`src/rtl/pwm3_pkg.sv`:
```
package pwm3_pkg;

    localparam int CNT_W  = 16;
    localparam int NCH    = 3;
    localparam int ADDR_W = 3;

    typedef enum logic [ADDR_W-1:0] {
        A_CTRL   = 3'd0,
        A_PERIOD = 3'd1,
        A_CMP0   = 3'd2,
        A_CMP1   = 3'd3,
        A_CMP2   = 3'd4,
        A_LEVEL  = 3'd5
    } reg_addr_e;

    // Control register image; bit2 (arm) is a strobe and not stored here
    typedef struct packed {
        logic tdis;
        logic center;
        logic run;
    } ctrl_t;

    typedef struct packed {
        logic zero;
        logic period;
    } tmr_evt_t;

    // Next channel state from the timer events; priority order is behaviour
    function automatic logic chan_next(input logic center, input logic up,
                                       input tmr_evt_t ev, input logic cm,
                                       input logic cur);
        if (cm && ev.period)             return 1'b0;
        else if (cm && ev.zero)          return 1'b1;
        else if (ev.period && !center)   return 1'b0;
        else if (ev.zero && center)      return 1'b0;
        else if (cm)                     return center ? up : 1'b1;
        else                             return cur;
    endfunction

endpackage

```
`src/rtl/pwm3_timer.sv`:
```
module pwm3_timer
    import pwm3_pkg::*;
#(
    parameter int W = CNT_W
) (
    input  logic         clk,
    input  logic         rst,
    input  logic         run,
    input  logic         center,
    input  logic [W-1:0] period,
    output logic [W-1:0] cnt,
    output logic         up,
    output tmr_evt_t     evt
);

    always_comb begin
        evt.zero   = run && (cnt == '0);
        evt.period = run && (cnt == period);
    end

    always_ff @(posedge clk) begin
        if (rst || !run) begin
            cnt <= '0;
            up  <= 1'b1;
        end else if (!center) begin
            up  <= 1'b1;
            cnt <= evt.period ? '0 : cnt + W'(1);
        end else if (up) begin
            if (cnt == period) begin
                cnt <= (period == '0) ? '0 : cnt - W'(1);
                up  <= 1'b0;
            end else begin
                cnt <= cnt + W'(1);
            end
        end else begin
            if (cnt == '0) begin
                cnt <= cnt + W'(1);
                up  <= 1'b1;
            end else begin
                cnt <= cnt - W'(1);
            end
        end
    end

endmodule

```
`src/rtl/pwm3_shadow.sv`:
```
module pwm3_shadow
    import pwm3_pkg::*;
#(
    parameter int W = CNT_W,
    parameter int N = NCH
) (
    input  logic                clk,
    input  logic                rst,
    input  logic [N-1:0]        cmp_we,
    input  logic                lvl_we,
    input  logic [W-1:0]        wdata,
    input  logic                arm_set,
    input  logic                xfer_point,
    output logic [N-1:0][W-1:0] cmp_act,
    output logic [2*N-1:0]      lvl_act,
    output logic                armed,
    output logic                xfer
);

    logic [N-1:0][W-1:0] cmp_sh;
    logic [2*N-1:0]      lvl_sh;

    assign xfer = armed && xfer_point;

    always_ff @(posedge clk) begin
        if (rst) begin
            armed <= 1'b0;
        end else if (arm_set) begin
            armed <= 1'b1;
        end else if (xfer) begin
            armed <= 1'b0;
        end
    end

    generate
        for (genvar i = 0; i < N; i++) begin : g_cmp
            always_ff @(posedge clk) begin
                if (rst) begin
                    cmp_sh[i]  <= '0;
                    cmp_act[i] <= '0;
                end else begin
                    if (cmp_we[i]) cmp_sh[i]  <= wdata;
                    if (xfer)      cmp_act[i] <= cmp_sh[i];
                end
            end
        end
    endgenerate

    always_ff @(posedge clk) begin
        if (rst) begin
            lvl_sh  <= '0;
            lvl_act <= '0;
        end else begin
            if (lvl_we) lvl_sh  <= wdata[2*N-1:0];
            if (xfer)   lvl_act <= lvl_sh;
        end
    end

endmodule

```
`src/rtl/pwm3_chan.sv`:
```
module pwm3_chan
    import pwm3_pkg::*;
#(
    parameter int W = CNT_W
) (
    input  logic         clk,
    input  logic         rst,
    input  logic         run,
    input  logic         center,
    input  logic         up,
    input  tmr_evt_t     evt,
    input  logic [W-1:0] cnt,
    input  logic [W-1:0] cmp,
    output logic         cm,
    output logic         st
);

    assign cm = run && (cnt == cmp);

    always_ff @(posedge clk) begin
        if (rst) st <= 1'b0;
        else     st <= chan_next(center, up, evt, cm, st);
    end

endmodule

```
`src/rtl/pwm3_trap.sv`:
```
module pwm3_trap (
    input  logic clk,
    input  logic rst,
    input  logic trap_in,
    input  logic tdis,
    input  logic period_evt,
    output logic trap_s2,
    output logic hold
);

    logic trap_s1;

    always_ff @(posedge clk) begin
        if (rst) begin
            trap_s1 <= 1'b0;
            trap_s2 <= 1'b0;
            hold    <= 1'b0;
        end else begin
            trap_s1 <= trap_in;
            trap_s2 <= trap_s1;
            hold    <= !tdis && (trap_s2 || (hold && !period_evt));
        end
    end

endmodule

```
`src/rtl/pwm3_cmp_unit.sv`:
```
module pwm3_cmp_unit
    import pwm3_pkg::*;
#(
    parameter int              W       = CNT_W,
    parameter int              N       = NCH,
    parameter int              AW      = ADDR_W,
    parameter logic [W-1:0]    PER_RST = W'(99)
) (
    input  logic          clk,
    input  logic          rst,
    input  logic          wr_en,
    input  logic [AW-1:0] wr_addr,
    input  logic [W-1:0]  wr_data,
    input  logic          trap_in,
    output logic [N-1:0]  pwm_hi,
    output logic [N-1:0]  pwm_lo,
    output logic          irq_zero,
    output logic          irq_period,
    output logic [N-1:0]  irq_cmp
);

    ctrl_t               ctrl_q;
    logic [W-1:0]        period_q;
    logic                run, center, tdis;
    logic [W-1:0]        cnt;
    logic                up;
    tmr_evt_t            evt;
    logic [N-1:0]        cmp_we;
    logic                lvl_we, arm_set, xfer_point, xfer, armed;
    logic [N-1:0][W-1:0] cmp_act;
    logic [2*N-1:0]      lvl_act;
    logic [N-1:0]        cm_vec, st_vec;
    logic                trap_s2, trap_hold;

    assign run    = ctrl_q.run;
    assign center = ctrl_q.center;
    assign tdis   = ctrl_q.tdis;

    assign arm_set    = wr_en && (wr_addr == AW'(A_CTRL)) && wr_data[2];
    assign lvl_we     = wr_en && (wr_addr == AW'(A_LEVEL));
    assign xfer_point = evt.period || (center && evt.zero);

    always_ff @(posedge clk) begin
        if (rst) begin
            ctrl_q   <= '0;
            period_q <= PER_RST;
        end else if (wr_en) begin
            if (wr_addr == AW'(A_CTRL)) begin
                ctrl_q.run    <= wr_data[0];
                ctrl_q.center <= wr_data[1];
                ctrl_q.tdis   <= wr_data[3];
            end
            if (wr_addr == AW'(A_PERIOD)) period_q <= wr_data;
        end
    end

    pwm3_timer #(.W(W)) u_tmr (
        .clk(clk), .rst(rst), .run(run), .center(center),
        .period(period_q), .cnt(cnt), .up(up), .evt(evt)
    );

    pwm3_shadow #(.W(W), .N(N)) u_shd (
        .clk(clk), .rst(rst), .cmp_we(cmp_we), .lvl_we(lvl_we),
        .wdata(wr_data), .arm_set(arm_set), .xfer_point(xfer_point),
        .cmp_act(cmp_act), .lvl_act(lvl_act), .armed(armed), .xfer(xfer)
    );

    generate
        for (genvar i = 0; i < N; i++) begin : g_ch
            assign cmp_we[i] = wr_en && (wr_addr == AW'(A_CMP0) + AW'(i));

            pwm3_chan #(.W(W)) u_ch (
                .clk(clk), .rst(rst), .run(run), .center(center), .up(up),
                .evt(evt), .cnt(cnt), .cmp(cmp_act[i]),
                .cm(cm_vec[i]), .st(st_vec[i])
            );
        end
    endgenerate

    pwm3_trap u_trp (
        .clk(clk), .rst(rst), .trap_in(trap_in), .tdis(tdis),
        .period_evt(evt.period), .trap_s2(trap_s2), .hold(trap_hold)
    );

    always_ff @(posedge clk) begin
        if (rst) begin
            irq_zero   <= 1'b0;
            irq_period <= 1'b0;
            irq_cmp    <= '0;
        end else begin
            irq_zero   <= evt.zero;
            irq_period <= evt.period;
            irq_cmp    <= cm_vec;
        end
    end

    always_comb begin
        if (trap_hold) begin
            pwm_hi = lvl_act[N-1:0];
            pwm_lo = lvl_act[2*N-1:N];
        end else begin
            pwm_hi = lvl_act[N-1:0]   ^ st_vec;
            pwm_lo = lvl_act[2*N-1:N] ^ st_vec;
        end
    end

endmodule

```
`config.mk`:
```
export PLATFORM = sky130hd
export DESIGN_NAME = pwm3_cmp_unit
export DESIGN_NICKNAME = d
export VERILOG_FILES = /design/src/rtl/pwm3_pkg.sv /design/src/rtl/pwm3_timer.sv /design/src/rtl/pwm3_shadow.sv /design/src/rtl/pwm3_chan.sv /design/src/rtl/pwm3_trap.sv /design/src/rtl/pwm3_cmp_unit.sv
export SDC_FILE = /design/constraint.sdc
export NUM_CORES = 1
export LEC_CHECK = 0
export BUFFER_PORTS_ARGS = -buffer_cell sky130_fd_sc_hd__buf_4
export CORE_MARGIN = 2
export CORE_UTILIZATION = 56
export CTS_CLUSTER_SIZE = 28
export DETAILED_ROUTE_END_ITERATION = 8
export GPL_TIMING_DRIVEN = 0
export PLACE_DENSITY = 0.78
export SYNTH_ARGS = -nofsm -noshare
export SYNTH_HDL_FRONTEND = slang
export SYNTH_HIERARCHICAL = 1
export SYNTH_SLANG_ARGS = --single-unit
```
`constraint.sdc`:
```
create_clock -name clk -period 2.49 [get_ports clk]
set_input_delay 0.249 -clock clk [delete_from_list [all_inputs] [get_ports clk]]
set_output_delay 0.249 -clock clk [all_outputs]
set_load 0.005 [all_outputs]
```
==> results of run 1 <==
-- timing repair --
item	4_1_cts	5_1_grt
buffers inserted	1	2
pin swaps	2	2
cloned	1	0
hold buffers	0	0
gates resized for setup	30	5
setup endpoints to repair	73	21
endpoints found under the hold margin	0	0
-- path summary, 6_finish.rpt --
kind,slack (ns),startpoint,cells past startpoint,to
setup reg to reg,0.11,u_tmr/cnt[10],9,u_shd/cmp_act[33]
hold / removal,0.03,trap_in,2,u_trp/trap_s1
hold reg to reg,0.45,u_trp/trap_s1,1,u_trp/trap_s2
setup / recovery,0.11,u_tmr/cnt[10],9,u_shd/cmp_act[33]
-- sequential cells by signal, summed over array words and instances, names as in the netlist, 3 cells and up --
name and cells:
period_q 16, g_ch.u_ch/st 3, u_shd/cmp_sh 48, u_tmr/cnt 16, irq_cmp 3, u_shd/lvl_sh 6
u_shd/lvl_act 6, u_shd/cmp_act 48
-- placed cells by master (no fill, tap or decap), types with 8 or more instances in the layout --
master / n
dfxtp_1: 145
mux2i_1: 77
nor2_1: 76
a21oi_1: 64
nand3_1: 59
buf_4: 54
xnor2_1: 53
a21bo_1: 45
nand2b_1: 40
nand2_1: 23
buf_2: 20
clkbuf_16: 17
o21ai_0: 15
buf_6: 14
xor2_1: 14
nor4_1: 10
nor3_1: 9
nor2b_1: 9
a21bo_2: 9
dfxtp_2: 9
nand4_1: 8
-- metrics by stage --
step	hold slack, ns	cells
2_1_floorplan	0.321	822
3_3_place_gp	0.419	1035
3_5_place_dp	0.427	1035
4_1_cts	0.0273	1068
5_1_grt	0.0428	1069
6_report	0.0328	1069
-- worst register-to-register path: stages (launching register included) --
cell	delay, ns
dfxtp_1	0.40
buf_4	0.23
nor4_4	0.39
and4_4	0.32
and2_4	0.17
a21o_4	0.17
buf_6	0.15
buf_4	0.18
nand3_1	0.13
a21oi_1	0.17
-- layout make-up --
cell class / instances / share of cell area
repair buffers: 37 / 0.0311
multi-input cells: 595 / 0.481
clock inverters: 13 / 0.0142
flip-flops and latches: 156 / 0.347
inverters: 5 / 0.00207
well taps: 180 / 0.0249
clock buffers: 19 / 0.0500
plain buffers: 64 / 0.0503
-- report_power, final --
group | switching [mW] | total, mW | internal, mW
clock | 1.11 | 2.56 | 1.46
combinational | 0.164 | 0.276 | 0.112
sequential | 0.0233 | 2.55 | 2.52
-- layer usage --
| metal | share of wire | wire length (um) |
|---|---|---|
| met1 | 0.45 | 9430 |
| met2 | 0.47 | 9910 |
| met3 | 0.052 | 1100 |
| met4 | 0.034 | 722 |
| met5 | 0 | 0 |
==> impl_metrics.py, run 1 <==
metrics = {
    "run_status": {
        "status": "finished, final reports clean",
    },
    "critical_path": {
        "crit_path_max_incr_delay_ns": 0.40,
        "critPathTopFamily": "simple AND/OR/NAND/NOR gates",
        "cp_max_fo": 10,
        "worstSetupEndpointType": "flop",
        "slowest_stage": "dfxtp_1",
        "cp-start-kind": "flop",
        "path_cells": "buf_4 > nor4_4 > and4_4 > and2_4 > a21o_4 > buf_6 > buf_4 > nand3_1 > a21oi_1",
        "crit_buf_inv": 3,
        "critical_path_class": "reg -> reg",
        "cp.arrival_ns": 2.72,
        "path_common_cell": "buf_4",
        "cp_data_required_time_ns": 2.83,
    },
    "die": {
        "ios": 34,
        "die_y_um": 123,
        "rows": 43,
        "die_area_um2": 15100,
        "start_util": 0.572,
        "core_um2": 13800,
        "die_w_um": 123,
    },
    "grt": {
        "grt_use_met1": 0.390,
        "gr-total-overflow": 0,
        "grt_pass1_vias": 6013,
        "track_usage": 0.295,
        "grt_util_met2": 0.472,
        "grtUsageMet3": 0.0572,
        "grt_max_degree": 19,
        "grt_antenna_before_repair": 0,
        "grt-busiest-layer": "met2",
        "grt_pass1_wl_um": 33000,
    },
    "sta": {
        "worst_pin_slew_ns": 0.546,
        "period_share": 0.956,
        "fin_crit_ns": 2.38,
        "rsz0062_at_grt": "false",
        "setup_tns_ns": 0,
        "slew_headroom": 0.636,
        "finalSetupViolations": 0,
        "maxSlewViolCount": 0,
        "hold_violations": 0,
        "layout_setup_ws_ns": 0.109,
        "fin_skew_ns": 0.0123,
        "fmaxAchievable_ghz": 0.420,
    },
    "routing": {
        "vias": 6279,
        "viasPerCell": 5.87,
        "dr.pass1.iters": 6,
        "wl_um": 21200,
        "wl_per_cell_um": 19.8,
        "ant_nets": 0,
        "drt_first_iter_violations": 548,
        "drc": 0,
    },
    "logic_synthesis": {
        "ys_warn_count": 6,
        "synth_nets": 848,
        "synthCells": 822,
        "avgSynthCellArea_um2": 9.62,
        "syn-cell-area_um2": 7900,
    },
    "placed_design": {
        "gp_congestion": 0.935,
        "pre_cts_slack_ns": -0.662,
        "place_area_um2": 8380,
        "dp_hpwl_um": 14500,
        "portBuffers": 33,
    },
    "finish": {
        "finalInstanceArea_um2": 9060,
        "fin_nets": 902,
        "nFillCells": 1133,
        "syn2layout_area_growth_pct": 14.6,
        "diodes": 0,
        "multiInputGateArea_um2": 4350,
        "seqCellArea_um2": 3140,
        "fin_util": 0.655,
        "drive_above_1_share": 0.199,
    },
    "power_and_ir_drop": {
        "vdd.ir_drop.worst_uv": 569,
        "p_leak_nw": 3.34,
        "power_density_nw_per_um2": 594,
        "finalPower_mw": 5.38,
    },
    "cts": {
        "cts_buffer_depth": 2,
        "root_buffer": "clkbuf_16",
        "numCtsBuffers": 17,
        "clock-sinks": 156,
        "cts_tree": "yes",
        "clkLatencyLatePin_ns": 0.43,
        "htreeDepth": 4,
        "cts.reportedPaths.clkPinSlew_ns": 0.06,
    },
    "flow_run": {
        "max_cap_violations": 0,
    },
    "worst_hold_path": {
        "hp-class": "in -> reg",
    },
}
Note: power is estimated with default switching activity, not from simulation.
==> run 2, diff against run 1 <==
--- a/config.mk
+++ b/config.mk
@@ -7,11 +7,11 @@
 export LEC_CHECK = 0
 export BUFFER_PORTS_ARGS = -buffer_cell sky130_fd_sc_hd__buf_4
 export CORE_MARGIN = 2
-export CORE_UTILIZATION = 56
+export CORE_UTILIZATION = 36
 export CTS_CLUSTER_SIZE = 28
 export DETAILED_ROUTE_END_ITERATION = 8
 export GPL_TIMING_DRIVEN = 0
-export PLACE_DENSITY = 0.78
+export PLACE_DENSITY = 0.55
 export SYNTH_ARGS = -nofsm -noshare
 export SYNTH_HDL_FRONTEND = slang
 export SYNTH_HIERARCHICAL = 1
==> run 2 against run 1 <==
Effect of this change:
- combinational power hardly changed
- critical path type unchanged
- wire length rose by 7.3%
- sequential cell count unchanged
- clock skew is 0.0052 ns higher
- global-route usage is 10 points lower
- die area grew 54%
- clock power about the same
- largest cell class unchanged
- utilization decreased by 23 points
- sequential share of layout area fell by 0.27 points
- worst setup slack improved by 0.010 ns
- highest routed layer unchanged
- clock-buffer cell count rose by 1
==> impl_metrics.py, run 2 (synthesized netlist as in run 1, its figures left out) <==
metrics = {
    "cts": {
        "ctsHoldBuffers": 0,
        "cts_buffer_depth": 2,
        "cts_tree": "yes",
        "root_buffer": "clkbuf_16",
        "clkLatencyLatePin_ns": 0.43,
        "cts.reportedPaths.clkPinSlew_ns": 0.06,
        "clock-sinks": 156,
        "htreeDepth": 4,
        "numCtsBuffers": 17,
    },
    "sta": {
        "period_share": 0.952,
        "fmaxAchievable_ghz": 0.422,
        "hold_violations": 0,
        "finalSetupViolations": 0,
        "layout_setup_ws_ns": 0.119,
        "fin_crit_ns": 2.37,
        "rsz0062_at_grt": "false",
        "worst_pin_slew_ns": 0.528,
        "slew_headroom": 0.648,
        "fin_skew_ns": 0.0176,
        "maxSlewViolCount": 0,
        "fin_hold_ws_ns": 0.0431,
    },
    "power_and_ir_drop": {
        "p_switching_mw": 1.34,
        "finalPower_mw": 5.36,
        "swShare": 0.250,
        "power.internal_mw": 4.02,
        "pwr-share-clk": 0.473,
        "pwr-share-seq": 0.475,
        "vdd.ir_drop.worst_uv": 401,
        "power_density_nw_per_um2": 585,
        "pwr-share-comb": 0.052,
        "p_leak_nw": 3.31,
    },
    "die": {
        "ios": 34,
        "die_w_um": 152,
        "die_y_um": 152,
        "die_area_um2": 23200,
        "rows": 54,
        "core_um2": 21700,
        "start_util": 0.364,
    },
    "finish": {
        "diodes": 0,
        "fin_nets": 900,
        "layout_commonest_cell": "dfxtp_1",
        "drive_above_1_share": 0.201,
        "syn2layout_area_growth_pct": 15.8,
        "fin_util": 0.422,
        "biggestRegsByFlops": "u_shd/cmp_act x48, u_shd/cmp_sh x48",
        "final_cell_mix": "dfxtp_1 (140), mux2i_1 (77), nor2_1 (76)",
    },
    "flow_run": {
        "max_cap_violations": 0,
    },
    "critical_path": {
        "ff2ff_setup_slack_ns": 0.12,
        "regToRegEndpoint": "u_shd/cmp_act[26]",
        "worstSetupEndpointType": "flop",
        "cp_data_required_time_ns": 2.85,
        "ff2ff_path_depth": 10,
        "cp-start-kind": "flop",
        "reg2reg_from": "u_tmr/cnt[14]",
        "cp_max_fo": 10,
        "critical_path_class": "reg -> reg",
        "cp.arrival_ns": 2.73,
    },
    "grt": {
        "track_usage": 0.195,
        "gr-total-overflow": 0,
        "grt_pass1_vias": 5811,
        "grt_pass1_wl_um": 34400,
        "grt_max_degree": 19,
        "grt_antenna_before_repair": 0,
    },
    "placed_design": {
        "gp_congestion": 0.856,
        "pre_cts_slack_ns": -0.716,
        "dp_hpwl_um": 16200,
        "portBuffers": 33,
    },
    "worst_hold_path": {
        "min_to": "u_trp/trap_s1",
        "hp-start": "trap_in",
        "hp-class": "in -> reg",
        "whs_path_depth": 2,
    },
    "routing": {
        "drc": 0,
        "drt_first_iter_violations": 390,
        "wl_um": 22700,
        "wl_per_cell_um": 19.5,
        "vias": 6102,
        "ant_nets": 0,
        "dr.pass1.iters": 4,
        "viasPerCell": 5.23,
    },
    "run_status": {
        "status": "finished, final reports clean",
    },
}
[run 2: area by class of cell]
type / count / area, um^2
fillers: 2158 / 12500
inverters: 5 / 18.8
well taps: 280 / 350
multi-input cells: 595 / 4350
clock buffers: 20 / 467
clock inverters: 12 / 103
repair buffers: 36 / 270
flip-flops and latches: 156 / 3150
plain buffers: 63 / 449
[run 2: repair_timing]
action / 4_1_cts / 5_1_grt
setup buffers: 1 / 2
resized for setup: 18 / 18
pin swaps: 2 / 0
setup endpoints to repair: 74 / 64
[run 2: worst max-delay path, cell delays in order, from the launching register on]
cell and delay [ns]:
dfxtp_2 0.39, buf_4 0.20, xnor2_1 0.13, nand4_1 0.16, nor4_4 0.35, and2_4 0.24
a21o_1 0.14, buf_6 0.19, buf_4 0.20, nand3_1 0.15, a21oi_1 0.15
[run 2: power groups by stage]
stage	registers [mW]	logic (mW)	clock network, mW
2_1_floorplan	2.60	0.158	0
3_3_place_gp	2.60	0.280	0
3_5_place_dp	2.60	0.281	0
4_1_cts	2.55	0.282	2.58
5_1_grt	2.55	0.301	2.69
6_report	2.55	0.279	2.53
[run 2: worst max-delay path by stage]
stage,from,to,slack [ns]
2_1_floorplan,u_tmr/cnt[5],u_shd/cmp_act[0],0.07
3_3_place_gp,u_tmr/cnt[0],u_shd/cmp_act[26],-0.70
3_5_place_dp,u_tmr/cnt[0],u_shd/cmp_act[26],-0.72
4_1_cts,u_tmr/cnt[2],u_shd/cmp_act[26],0.002
5_1_grt,u_tmr/cnt[14],u_shd/lvl_act[1],0.02
6_report,u_tmr/cnt[14],u_shd/cmp_act[26],0.12
[run 2: per-stage QoR]
stage	setup TNS, ns	std cells	instance area, um^2
2_1_floorplan	0	822	7900
3_3_place_gp	-36.56	1135	8500
3_5_place_dp	-37.56	1135	8500
4_1_cts	0	1168	9120
5_1_grt	0	1167	9150
6_report	0	1167	9150
[run 2: per-layer routing]
metal  GRT usage  part of all wire  vias to the layer above
met5           0                 0                        -
met4      0.0596             0.017                        0
met3      0.0330             0.038                       25
met2       0.315              0.46                      140
met1       0.267              0.48                     2947
li1            -                 -                     2990
